<file path="src/rtl/nfc_pkg.sv">
package nfc_pkg;
   localparam int N_SEC  = 11;
   localparam int N_UNIT = 64;

   localparam logic [7:0] K_KEY1  = 8'hAA;
   localparam logic [7:0] K_KEY2  = 8'h55;
   localparam logic [7:0] K_PROG  = 8'hA0;
   localparam logic [7:0] K_ERSET = 8'h80;
   localparam logic [7:0] K_SECT  = 8'h30;
   localparam logic [7:0] K_CHIP  = 8'h10;
   localparam logic [7:0] K_SUSP  = 8'hB0;
   localparam logic [7:0] K_RES   = 8'h30;

   typedef enum logic [2:0] {OP_READY, OP_PROG, OP_ERASE, OP_SUSP, OP_SPROG} op_state_t;
   typedef enum logic [2:0] {D_IDLE, D_U1, D_U2, D_PGM, D_E1, D_E2, D_E3} dec_state_t;

   // sector index for a unit on the low-boot layout (small sectors at address 0)
   function automatic logic [3:0] sec_low_boot(input logic [5:0] u);
      if (u < 6'd2)      return 4'd0;
      else if (u < 6'd3) return 4'd1;
      else if (u < 6'd4) return 4'd2;
      else if (u < 6'd8) return 4'd3;
      else               return {1'b0, u[5:3]} + 4'd3;
   endfunction

   function automatic logic [3:0] sec_of_unit(input logic [5:0] u, input logic top);
      return top ? (4'd10 - sec_low_boot(~u)) : sec_low_boot(u);
   endfunction
endpackage

</file>
<file path="src/rtl/nfc_sector_map.sv">
module nfc_sector_map import nfc_pkg::*; #(
   parameter int AW         = 7,
   parameter int UNIT_WORDS = 2,
   parameter int BOOT_TOP   = 0
) (
   input  logic [AW-1:0] addr,
   output logic [3:0]    sec
);
   localparam int US = $clog2(UNIT_WORDS);

   logic [5:0] unit;
   assign unit = addr[AW-1:US];

   generate
      if (BOOT_TOP != 0) begin : g_top
         assign sec = 4'd10 - sec_low_boot(~unit);
      end else begin : g_bottom
         assign sec = sec_low_boot(unit);
      end
   endgenerate
endmodule

</file>
<file path="src/rtl/nfc_cmd_dec.sv">
module nfc_cmd_dec import nfc_pkg::*; #(
   parameter int AW      = 7,
   parameter int DW      = 16,
   parameter int UNLK_A1 = 'h55,
   parameter int UNLK_A2 = 'h2A
) (
   input  logic          clk,
   input  logic          rst_n,
   input  logic          wr,
   input  logic          hold,
   input  logic [AW-1:0] addr,
   input  logic [DW-1:0] data,
   output logic          go_prog,
   output logic          go_serase,
   output logic          go_chip,
   output logic          go_susp,
   output logic          go_resume
);
   localparam logic [AW-1:0] A1 = AW'(UNLK_A1);
   localparam logic [AW-1:0] A2 = AW'(UNLK_A2);

   dec_state_t st, nxt;
   logic [7:0] cb;
   logic       at1, at2;

   assign cb  = data[7:0];
   assign at1 = (addr == A1);
   assign at2 = (addr == A2);

   always_comb begin
      nxt       = st;
      go_prog   = 1'b0;
      go_serase = 1'b0;
      go_chip   = 1'b0;
      go_susp   = 1'b0;
      go_resume = 1'b0;
      if (hold) begin
         nxt     = D_IDLE;
         go_susp = wr && (cb == K_SUSP);
      end else if (wr) begin
         nxt = D_IDLE;
         unique case (st)
            D_IDLE: begin
               if (at1 && cb == K_KEY1) nxt = D_U1;
               go_susp   = (cb == K_SUSP);
               go_resume = (cb == K_RES);
            end
            D_U1: if (at2 && cb == K_KEY2) nxt = D_U2;
            D_U2: begin
               if (at1 && cb == K_PROG)  nxt = D_PGM;
               if (at1 && cb == K_ERSET) nxt = D_E1;
            end
            D_PGM: go_prog = 1'b1;
            D_E1: if (at1 && cb == K_KEY1) nxt = D_E2;
            D_E2: if (at2 && cb == K_KEY2) nxt = D_E3;
            D_E3: begin
               go_serase = (cb == K_SECT);
               go_chip   = at1 && (cb == K_CHIP);
            end
            default: nxt = D_IDLE;
         endcase
      end
   end

   always_ff @(posedge clk or negedge rst_n) begin
      if (!rst_n) st <= D_IDLE;
      else        st <= nxt;
   end

   // the decoder is parked in idle while an operation runs
   a_r3_hold_idle: assert property (@(posedge clk) disable iff (!rst_n)
      hold |=> (st == D_IDLE));
   // only a qualified write moves the decoder
   a_r2_no_write_stable: assert property (@(posedge clk) disable iff (!rst_n)
      (!wr && !hold) |=> $stable(st));
endmodule

</file>
<file path="src/rtl/nfc_op_seq.sv">
module nfc_op_seq import nfc_pkg::*; #(
   parameter int AW         = 7,
   parameter int DW         = 16,
   parameter int UNIT_WORDS = 2,
   parameter int BOOT_TOP   = 0,
   parameter int PROG_CYC   = 8,
   parameter int ERASE_CYC  = 64
) (
   input  logic             clk,
   input  logic             rst_n,
   input  logic             go_prog,
   input  logic             go_serase,
   input  logic             go_chip,
   input  logic             go_susp,
   input  logic             go_resume,
   input  logic [AW-1:0]    wr_addr,
   input  logic [DW-1:0]    wr_data,
   input  logic [3:0]       wr_sec,
   input  logic [N_SEC-1:0] prot,
   input  logic [AW-1:0]    rd_addr,
   output logic [DW-1:0]    rd_word,
   output logic             busy,
   output logic             prog_busy,
   output logic [N_SEC-1:0] emask,
   output logic             pbit7
);
   localparam int DEPTH = N_UNIT * UNIT_WORDS;
   localparam int MAXC  = (PROG_CYC > ERASE_CYC) ? PROG_CYC : ERASE_CYC;
   localparam int CW    = $clog2(MAXC + 1);
   localparam logic [N_SEC-1:0] ONE_SEC = {{(N_SEC-1){1'b0}}, 1'b1};

   op_state_t                 st;
   logic [CW-1:0]             pcnt, ecnt;
   logic [AW-1:0]             paddr;
   logic [DW-1:0]             pdata;
   logic [DEPTH-1:0][DW-1:0]  mem;
   logic                      tgt_prot, tgt_erasing, prog_ok;

   assign tgt_prot    = prot[wr_sec];
   assign tgt_erasing = emask[wr_sec];
   assign prog_ok     = go_prog && !tgt_prot;

   always_ff @(posedge clk or negedge rst_n) begin
      if (!rst_n) begin
         st    <= OP_READY;
         pcnt  <= '0;
         ecnt  <= '0;
         paddr <= '0;
         pdata <= '0;
         emask <= '0;
         mem   <= '1;
      end else begin
         unique case (st)
            OP_READY: begin
               if (prog_ok) begin
                  paddr <= wr_addr;
                  pdata <= wr_data;
                  pcnt  <= CW'(PROG_CYC - 1);
                  st    <= OP_PROG;
               end else if (go_serase && !tgt_prot) begin
                  emask <= ONE_SEC << wr_sec;
                  ecnt  <= CW'(ERASE_CYC - 1);
                  st    <= OP_ERASE;
               end else if (go_chip && |(~prot)) begin
                  emask <= ~prot;
                  ecnt  <= CW'(ERASE_CYC - 1);
                  st    <= OP_ERASE;
               end
            end
            OP_PROG, OP_SPROG: begin
               if (pcnt == '0) begin
                  mem[paddr] <= mem[paddr] & pdata;
                  st         <= (st == OP_SPROG) ? OP_SUSP : OP_READY;
               end else begin
                  pcnt <= pcnt - 1'b1;
               end
            end
            OP_ERASE: begin
               if (go_susp) begin
                  st <= OP_SUSP;
               end else if (ecnt == '0) begin
                  for (int i = 0; i < DEPTH; i++) begin
                     if (emask[sec_of_unit(6'(i / UNIT_WORDS), BOOT_TOP != 0)]) mem[i] <= '1;
                  end
                  emask <= '0;
                  st    <= OP_READY;
               end else begin
                  ecnt <= ecnt - 1'b1;
               end
            end
            OP_SUSP: begin
               if (go_resume) begin
                  st <= OP_ERASE;
               end else if (prog_ok && !tgt_erasing) begin
                  paddr <= wr_addr;
                  pdata <= wr_data;
                  pcnt  <= CW'(PROG_CYC - 1);
                  st    <= OP_SPROG;
               end
            end
            default: st <= OP_READY;
         endcase
      end
   end

   assign rd_word   = mem[rd_addr];
   assign busy      = (st == OP_PROG) || (st == OP_ERASE) || (st == OP_SPROG);
   assign prog_busy = (st == OP_PROG) || (st == OP_SPROG);
   assign pbit7     = pdata[7];

   // a program aimed at a protected sector never leaves the ready state
   a_r7_prot_ignored: assert property (@(posedge clk) disable iff (!rst_n)
      (st == OP_READY && go_prog && prot[wr_sec]) |=> (st == OP_READY));
   // suspend during erase takes effect in the next cycle
   a_r11_suspend_now: assert property (@(posedge clk) disable iff (!rst_n)
      (st == OP_ERASE && go_susp) |=> (st == OP_SUSP));
   // the erase timer is frozen while suspended
   a_r11_timer_frozen: assert property (@(posedge clk) disable iff (!rst_n)
      (st == OP_SUSP) |=> $stable(ecnt));
   // an expiring erase returns to read mode with no sector selected
   a_r5_erase_ends: assert property (@(posedge clk) disable iff (!rst_n)
      (st == OP_ERASE && ecnt == '0 && !go_susp) |=> (st == OP_READY && emask == '0));
endmodule

</file>
<file path="src/rtl/nfc_readout.sv">
module nfc_readout import nfc_pkg::*; #(
   parameter int DW = 16
) (
   input  logic             clk,
   input  logic             rst_n,
   input  logic             rd,
   input  logic [3:0]       rd_sec,
   input  logic [DW-1:0]    word,
   input  logic             busy,
   input  logic             prog_busy,
   input  logic             pbit7,
   input  logic [N_SEC-1:0] emask,
   output logic [DW-1:0]    dout
);
   logic          tog6, tog2, in_er;
   logic [DW-1:0] stat;

   assign in_er = emask[rd_sec];

   always_comb begin
      stat = '0;
      if (busy) begin
         stat[7] = prog_busy ? ~pbit7 : 1'b0;
         stat[6] = ~tog6;
      end else begin
         stat[6] = tog6;
      end
      stat[2] = in_er ? ~tog2 : tog2;
   end

   always_ff @(posedge clk or negedge rst_n) begin
      if (!rst_n) begin
         dout <= '0;
         tog6 <= 1'b0;
         tog2 <= 1'b0;
      end else if (rd) begin
         if (busy || in_er) begin
            dout <= stat;
            if (busy)  tog6 <= ~tog6;
            if (in_er) tog2 <= ~tog2;
         end else begin
            dout <= word;
         end
      end
   end

   // output register moves only after a read strobe
   a_r2_dout_hold: assert property (@(posedge clk) disable iff (!rst_n)
      !rd |=> $stable(dout));
   // polling bit reports the inverse of the pending program bit
   a_r8_dq7_inverse: assert property (@(posedge clk) disable iff (!rst_n)
      (rd && prog_busy) |=> (dout[7] == !$past(pbit7)));
endmodule

</file>
<file path="src/rtl/nor_cmd_engine.sv">
module nor_cmd_engine import nfc_pkg::*; #(
   parameter int  DATA_W     = 16,
   parameter int  UNIT_WORDS = 2,
   parameter int  BOOT_TOP   = 0,
   parameter int  PROG_CYC   = 8,
   parameter int  ERASE_CYC  = 64,
   parameter int  UNLK_A1    = 'h55,
   parameter int  UNLK_A2    = 'h2A,
   localparam int AW         = $clog2(N_UNIT * UNIT_WORDS)
) (
   input  logic              clk,
   input  logic              rst_n,
   input  logic              ce_n,
   input  logic              we_n,
   input  logic              oe_n,
   input  logic [AW-1:0]     addr,
   input  logic [DATA_W-1:0] din,
   input  logic [N_SEC-1:0]  prot,
   output logic [DATA_W-1:0] dout,
   output logic              ry_by
);
   localparam int DEPTH = N_UNIT * UNIT_WORDS;

   generate
      if (UNIT_WORDS < 1 || (UNIT_WORDS & (UNIT_WORDS - 1)) != 0) begin : g_bad_unit
         $error("UNIT_WORDS must be a power of two");
      end
      if (DATA_W < 8) begin : g_bad_width
         $error("DATA_W must hold a command byte");
      end
      if (PROG_CYC < 1 || ERASE_CYC < 1) begin : g_bad_cyc
         $error("operation lengths must be at least one cycle");
      end
      if (UNLK_A1 >= DEPTH || UNLK_A2 >= DEPTH || UNLK_A1 == UNLK_A2) begin : g_bad_unlk
         $error("unlock addresses must be distinct and inside the array");
      end
   endgenerate

   logic             wr, rd, busy, prog_busy, pbit7;
   logic             go_prog, go_serase, go_chip, go_susp, go_resume;
   logic [3:0]       wr_sec, rd_sec;
   logic [N_SEC-1:0] emask;
   logic [DATA_W-1:0] rd_word;

   assign wr    = !ce_n && !we_n && oe_n;
   assign rd    = !ce_n && !oe_n && we_n;
   assign ry_by = !busy;

   nfc_sector_map #(.AW(AW), .UNIT_WORDS(UNIT_WORDS), .BOOT_TOP(BOOT_TOP)) u_map_wr (
      .addr(addr), .sec(wr_sec));

   nfc_sector_map #(.AW(AW), .UNIT_WORDS(UNIT_WORDS), .BOOT_TOP(BOOT_TOP)) u_map_rd (
      .addr(addr), .sec(rd_sec));

   nfc_cmd_dec #(.AW(AW), .DW(DATA_W), .UNLK_A1(UNLK_A1), .UNLK_A2(UNLK_A2)) u_dec (
      .clk(clk), .rst_n(rst_n), .wr(wr), .hold(busy), .addr(addr), .data(din),
      .go_prog(go_prog), .go_serase(go_serase), .go_chip(go_chip),
      .go_susp(go_susp), .go_resume(go_resume));

   nfc_op_seq #(.AW(AW), .DW(DATA_W), .UNIT_WORDS(UNIT_WORDS), .BOOT_TOP(BOOT_TOP),
                .PROG_CYC(PROG_CYC), .ERASE_CYC(ERASE_CYC)) u_seq (
      .clk(clk), .rst_n(rst_n), .go_prog(go_prog), .go_serase(go_serase),
      .go_chip(go_chip), .go_susp(go_susp), .go_resume(go_resume),
      .wr_addr(addr), .wr_data(din), .wr_sec(wr_sec), .prot(prot),
      .rd_addr(addr), .rd_word(rd_word), .busy(busy), .prog_busy(prog_busy),
      .emask(emask), .pbit7(pbit7));

   nfc_readout #(.DW(DATA_W)) u_rdo (
      .clk(clk), .rst_n(rst_n), .rd(rd), .rd_sec(rd_sec), .word(rd_word),
      .busy(busy), .prog_busy(prog_busy), .pbit7(pbit7), .emask(emask), .dout(dout));

   // a program start drops ready in the following cycle
   a_r4_busy_after_prog: assert property (@(posedge clk) disable iff (!rst_n)
      (ry_by && go_prog && !prot[wr_sec] && emask == '0) |=> !ry_by);
endmodule

</file>
<file path="config.mk">
export PLATFORM = sky130hd
export DESIGN_NAME = nor_cmd_engine
export DESIGN_NICKNAME = d
export VERILOG_FILES = /design/src/rtl/nfc_pkg.sv /design/src/rtl/nfc_sector_map.sv /design/src/rtl/nfc_cmd_dec.sv /design/src/rtl/nfc_op_seq.sv /design/src/rtl/nfc_readout.sv /design/src/rtl/nor_cmd_engine.sv
export SDC_FILE = /design/constraint.sdc
export NUM_CORES = 2
export LEC_CHECK = 0
export ABC_AREA = 0
export BUFFER_PORTS_ARGS = -buffer_cell sky130_fd_sc_hd__buf_2
export CORE_UTILIZATION = 49
export DETAILED_ROUTE_END_ITERATION = 8
export PLACE_DENSITY_LB_ADDON = 0.3
export SLEW_MARGIN = 20
export SYNTH_ARGS = -nofsm -noshare
export SYNTH_HDL_FRONTEND = slang
export SYNTH_SLANG_ARGS = --single-unit
export TNS_END_PERCENT = 100
</file>
<file path="constraint.sdc">
create_clock -name clk -period 4.3 [get_ports clk]
set_clock_uncertainty 0.2 [all_clocks]
set_input_delay 0.215 -clock clk [delete_from_list [all_inputs] [get_ports clk]]
set_output_delay 0.215 -clock clk [all_outputs]
set_load 0.005 [all_outputs]
</file>
==> flow_summary.yaml <==
outcome:
  status: "complete, but fails checks"
  violations: "negative setup slack"
detailed_routing:
  drcViolationCount: 0
  viasPerCell: 7.04
  routed_wl_um: 491000
  drt_iter0_drc: 16000
  drtAntennaViolNets: 0
  vias: 99600
  dr.pass1.iters: 9
  wl_per_cell_um: 34.8
cells_and_area:
  utilization_pct: 56.8
  final_area_um2: 129000
  layout-drive-gt1-share_pct: 38.3
  layout.nets: 11000
  areaGrowthSynthToFinish_pct: 14.8
place:
  routabilityCongestion: 1.01
  post_dp_cell_area_um2: 121000
  hpwlAfterDp_um: 333000
  pre_cts_slack_ns: -0.574
  portBuffers: 55
yosys:
  synth_area_leaders: "dfstp_2, mux4_2, o21ai_0"
  ys_async_sr_fraction_pct: 100
  yosysWarnings: 0
  syn_nets: 10800
  synth_top_area_share_pct: 47.7
  synth_edf_count: 0
  synthFlopType: "dfstp_2"
  syn_area_um2: 113000
  synth.avg_cell_area_um2: 10.5
  yosysUniqueCellTypes: 91
  synth_cells: 10700
  synth_seq_cells: 2120
  yosysSeqAreaShare_pct: 49.3
  synth_top_area_cell: "dfstp_2"
worst_setup_path:
  crit_slowest_cell: "nand2_1"
  r2r_start: "u_seq.paddr[0]$_DFFE_PN0P_"
  r2r_end: "u_seq.mem[996]$_DFFE_PN1P_"
  critPathCaptureType: "flop"
  critPathKind: "flop to flop"
  crit_fanout: 18
  slowest_delay_ns: 0.58
  crit_arrival_ns: 4.92
  r2r_slack_ns: -0.02
  r2r.worst_path.cells: 8
  cp_data_required_time_ns: 4.90
  path_buf_inv: 4
  path_cells: "buf_12, inv_2, buf_4, buf_4, nand2_1, o21ai_0, nand2_1, o21ai_0"
  path_delay_family: "buffers and inverters"
  cp-start-kind: "flop"
grt:
  overflow: 0
  grt_use_total_pct: 41.8
  grt_pass1_vias: 95100
  antenna_found_initial: 39
  grt_pass1_wl_um: 696000
  grt_max_degree: 140
sta:
  period_share_pct: 100
  finalHoldViolations: 0
  drv_slew: 0
  max_freq_mhz: 231
  setup_viol: 18
  max-slew-margin-rel_pct: 9.01
  layout_setup_ws_ns: -0.0214
  period_needed_ns: 4.32
  worst_pin_slew_ns: 1.36
  whs_ns: 0.0747
power_and_ir_drop:
  vdd_drop_max_mv: 0.539
  cellLeakagePower_nw: 47.4
  power_density_nw_per_um2: 486
clocking:
  htreeDepth: 4
  clock_latency_ns: 0.92
  cts.reportedPaths.clkPinSlew_ns: 0.06
  cts_tree: "built"
  cts_made_buffers: 223
  cts_num_sinks: 2120
  clockRootBuffer: "clkbuf_16"
  clockBufferDepth: 3
floorplanning:
  die_h_um: 482
  start_util_pct: 49.5
  die_w_um: 482
  rows: 175
  core_um2: 228000
  die-area_um2: 232000
  io_pins: 56
hold_path:
  hold_depth: 3
  hold_class: "input port to flop"
  hold_end: "u_seq.pdata[0]$_DFFE_PN0P_"
  hp-start: "din[0]"
flow_run:
  cap_viol_max_count: 0
## per-layer routing
layer	vias up	part of all wire [%]	GRT usage (%)	wire, µm
li1	40100	-	-	-
met1	49500	36	53.2	177000
met2	7961	42	59.3	206000
met3	1989	14	15.1	69900
met4	24	7.8	28.3	38200
met5	-	0.035	0	170
## synth_stat cells (all sizes together), types with 11 or more instances
cell and number:
nand2b 19, mux2i 289, o221ai 44, nor3 34
o31ai 21, o2111ai 13, o211ai 33, and4b 24
a22o 97, and2 132, dfrtp 72, and3 14
a221o 41, nand3 62, a211oi 72, a22oi 493
a31oi 74, o21a 11, a221oi 213, nand2 1352
clkbuf 554, nor4b 13, buf 507, and4 16
mux4 513, o21ai 1294, a41oi 25, o22ai 26
a2111oi 28, nor2 973, nor2b 42, mux2 296
nand4 48, inv 36, a222oi 25, a21oi 996
o2bb2ai 17, dfstp 2048, nor4 15
## how the worst max path moves through the flow
stage / cells after the start / endpoint / startpoint
2_1_floorplan: 16 / u_seq.pdata[0]$_DFFE_PN0P_ / addr[4]
3_3_place_gp: 12 / u_seq.mem[995]$_DFFE_PN1P_ / u_seq.paddr[2]$_DFFE_PN0P_
3_5_place_dp: 12 / u_seq.mem[1635]$_DFFE_PN1P_ / u_seq.paddr[0]$_DFFE_PN0P_
4_1_cts: 12 / u_seq.mem[235]$_DFFE_PN1P_ / u_seq.paddr[2]$_DFFE_PN0P_
5_1_grt: 14 / u_seq.mem[1463]$_DFFE_PN1P_ / u_seq.paddr[2]$_DFFE_PN0P_
6_report: 8 / u_seq.mem[996]$_DFFE_PN1P_ / u_seq.paddr[0]$_DFFE_PN0P_
## metrics by stage
step | instances | power [mW] | TNS, ns
floorplan | 10700 | 37.4 | 0
global placement | 13600 | 41.5 | -84.72
detailed placement | 13600 | 42.2 | -81.74
CTS | 14100 | 62.4 | 0
global route | 14100 | 65.1 | -0.0186
finish | 14100 | 62.9 | -0.178
## state kept, by name, summed over array words and instances (netlist names)
| signal | flops |
|---|---|
| u_dec.st | 3 |
| u_rdo.dout | 16 |
| u_seq.pcnt | 7 |
| u_rdo.tog6 | 1 |
| u_rdo.tog2 | 1 |
| u_seq.st | 3 |
| u_seq.emask | 11 |
| u_seq.mem | 2048 |
| u_seq.pdata | 16 |
| u_seq.paddr | 7 |
| u_seq.ecnt | 7 |
## cell families (layout without fill, tap and decap cells)
| group | after synthesis | count (layout) | synth area share, % |
|---|---|---|---|
| AO/OA/AOI/OAI | 3622 | 3622 | 19.7 |
| XOR/XNOR | 3 | 3 | 0.0233 |
| adder cells (fa/ha/maj) | 5 | 5 | 0.0554 |
| buffers and inverters | 1098 | 1450 | 4.65 |
| flip-flops | 2120 | 2120 | 49.3 |
| multiplexers | 1098 | 1098 | 15.8 |
| other | 0 | 26 | 0 |
| AND/OR/NAND/NOR | 2800 | 2800 | 10.5 |
## worst reg2reg max path: stages, from the launching register on
cell and delay, ns:
dfrtp_4 0.54, buf_12 0.18, inv_2 0.52, buf_4 0.51, buf_4 0.24, nand2_1 0.58, o21ai_0 0.43, nand2_1 0.58
o21ai_0 0.44
## placed cells by master (no fill, tap or decap), types with 30 or more instances in the layout
cell type      synthesis  layout
a31oi_1               74      71
nor2b_1               42      35
dlygate4sd3_1          0      75
o211ai_1              32      32
dfrtp_1               72      67
o221ai_1              44      44
o21ai_0             1291    1289
clkbuf_16              0     228
a221oi_1             212     212
mux2i_1              289     289
a221o_1               41      41
buf_12                 0     173
nand4_1               48      48
dfstp_2             2048    2048
nand3_1               62      61
a211oi_1              70      70
nor2_1               971     960
clkbuf_8               0      61
a21oi_1              996     983
buf_4                 86     695
clkbuf_1             554      49
mux2_2               294     294
buf_2                260      49
nand2_1             1352    1351
clkinv_2               0      43
inv_1                 33      30
and2_1               128     123
a22oi_1              493     493
mux4_2               513     513
a22o_1                97      97
## power breakdown
part           internal [mW]  switching [mW]  leakage [nW]  total (mW)
Clock                   11.6            8.61          3.76        20.2
Combinational           5.33            6.71          21.6        12.0
Sequential              27.1            3.58          22.1        30.7
Total                   44.0            18.9          47.4        62.9
## final cells by class
type | count | area [µm²]
Fill cell | 19100 | 98700
Sequential cell | 2120 | 55600
Multi-Input combinational cell | 7528 | 52500
Timing Repair Buffer | 1000 | 9800
Clock buffer | 337 | 6700
Tap cell | 3009 | 3760
Clock inverter | 76 | 881
Inverter | 37 | 153
Antenna cell | 26 | 65.1
## timing repair
action	CTS	global route
gates resized for setup	7	21
cloned	0	1
endpoints found under the setup margin	307	776
pin swaps	1	11
hold buffers	75	0
hold endpoints to repair	238	0
setup buffers	6	12
Note: power is estimated with default switching activity, not from simulation.
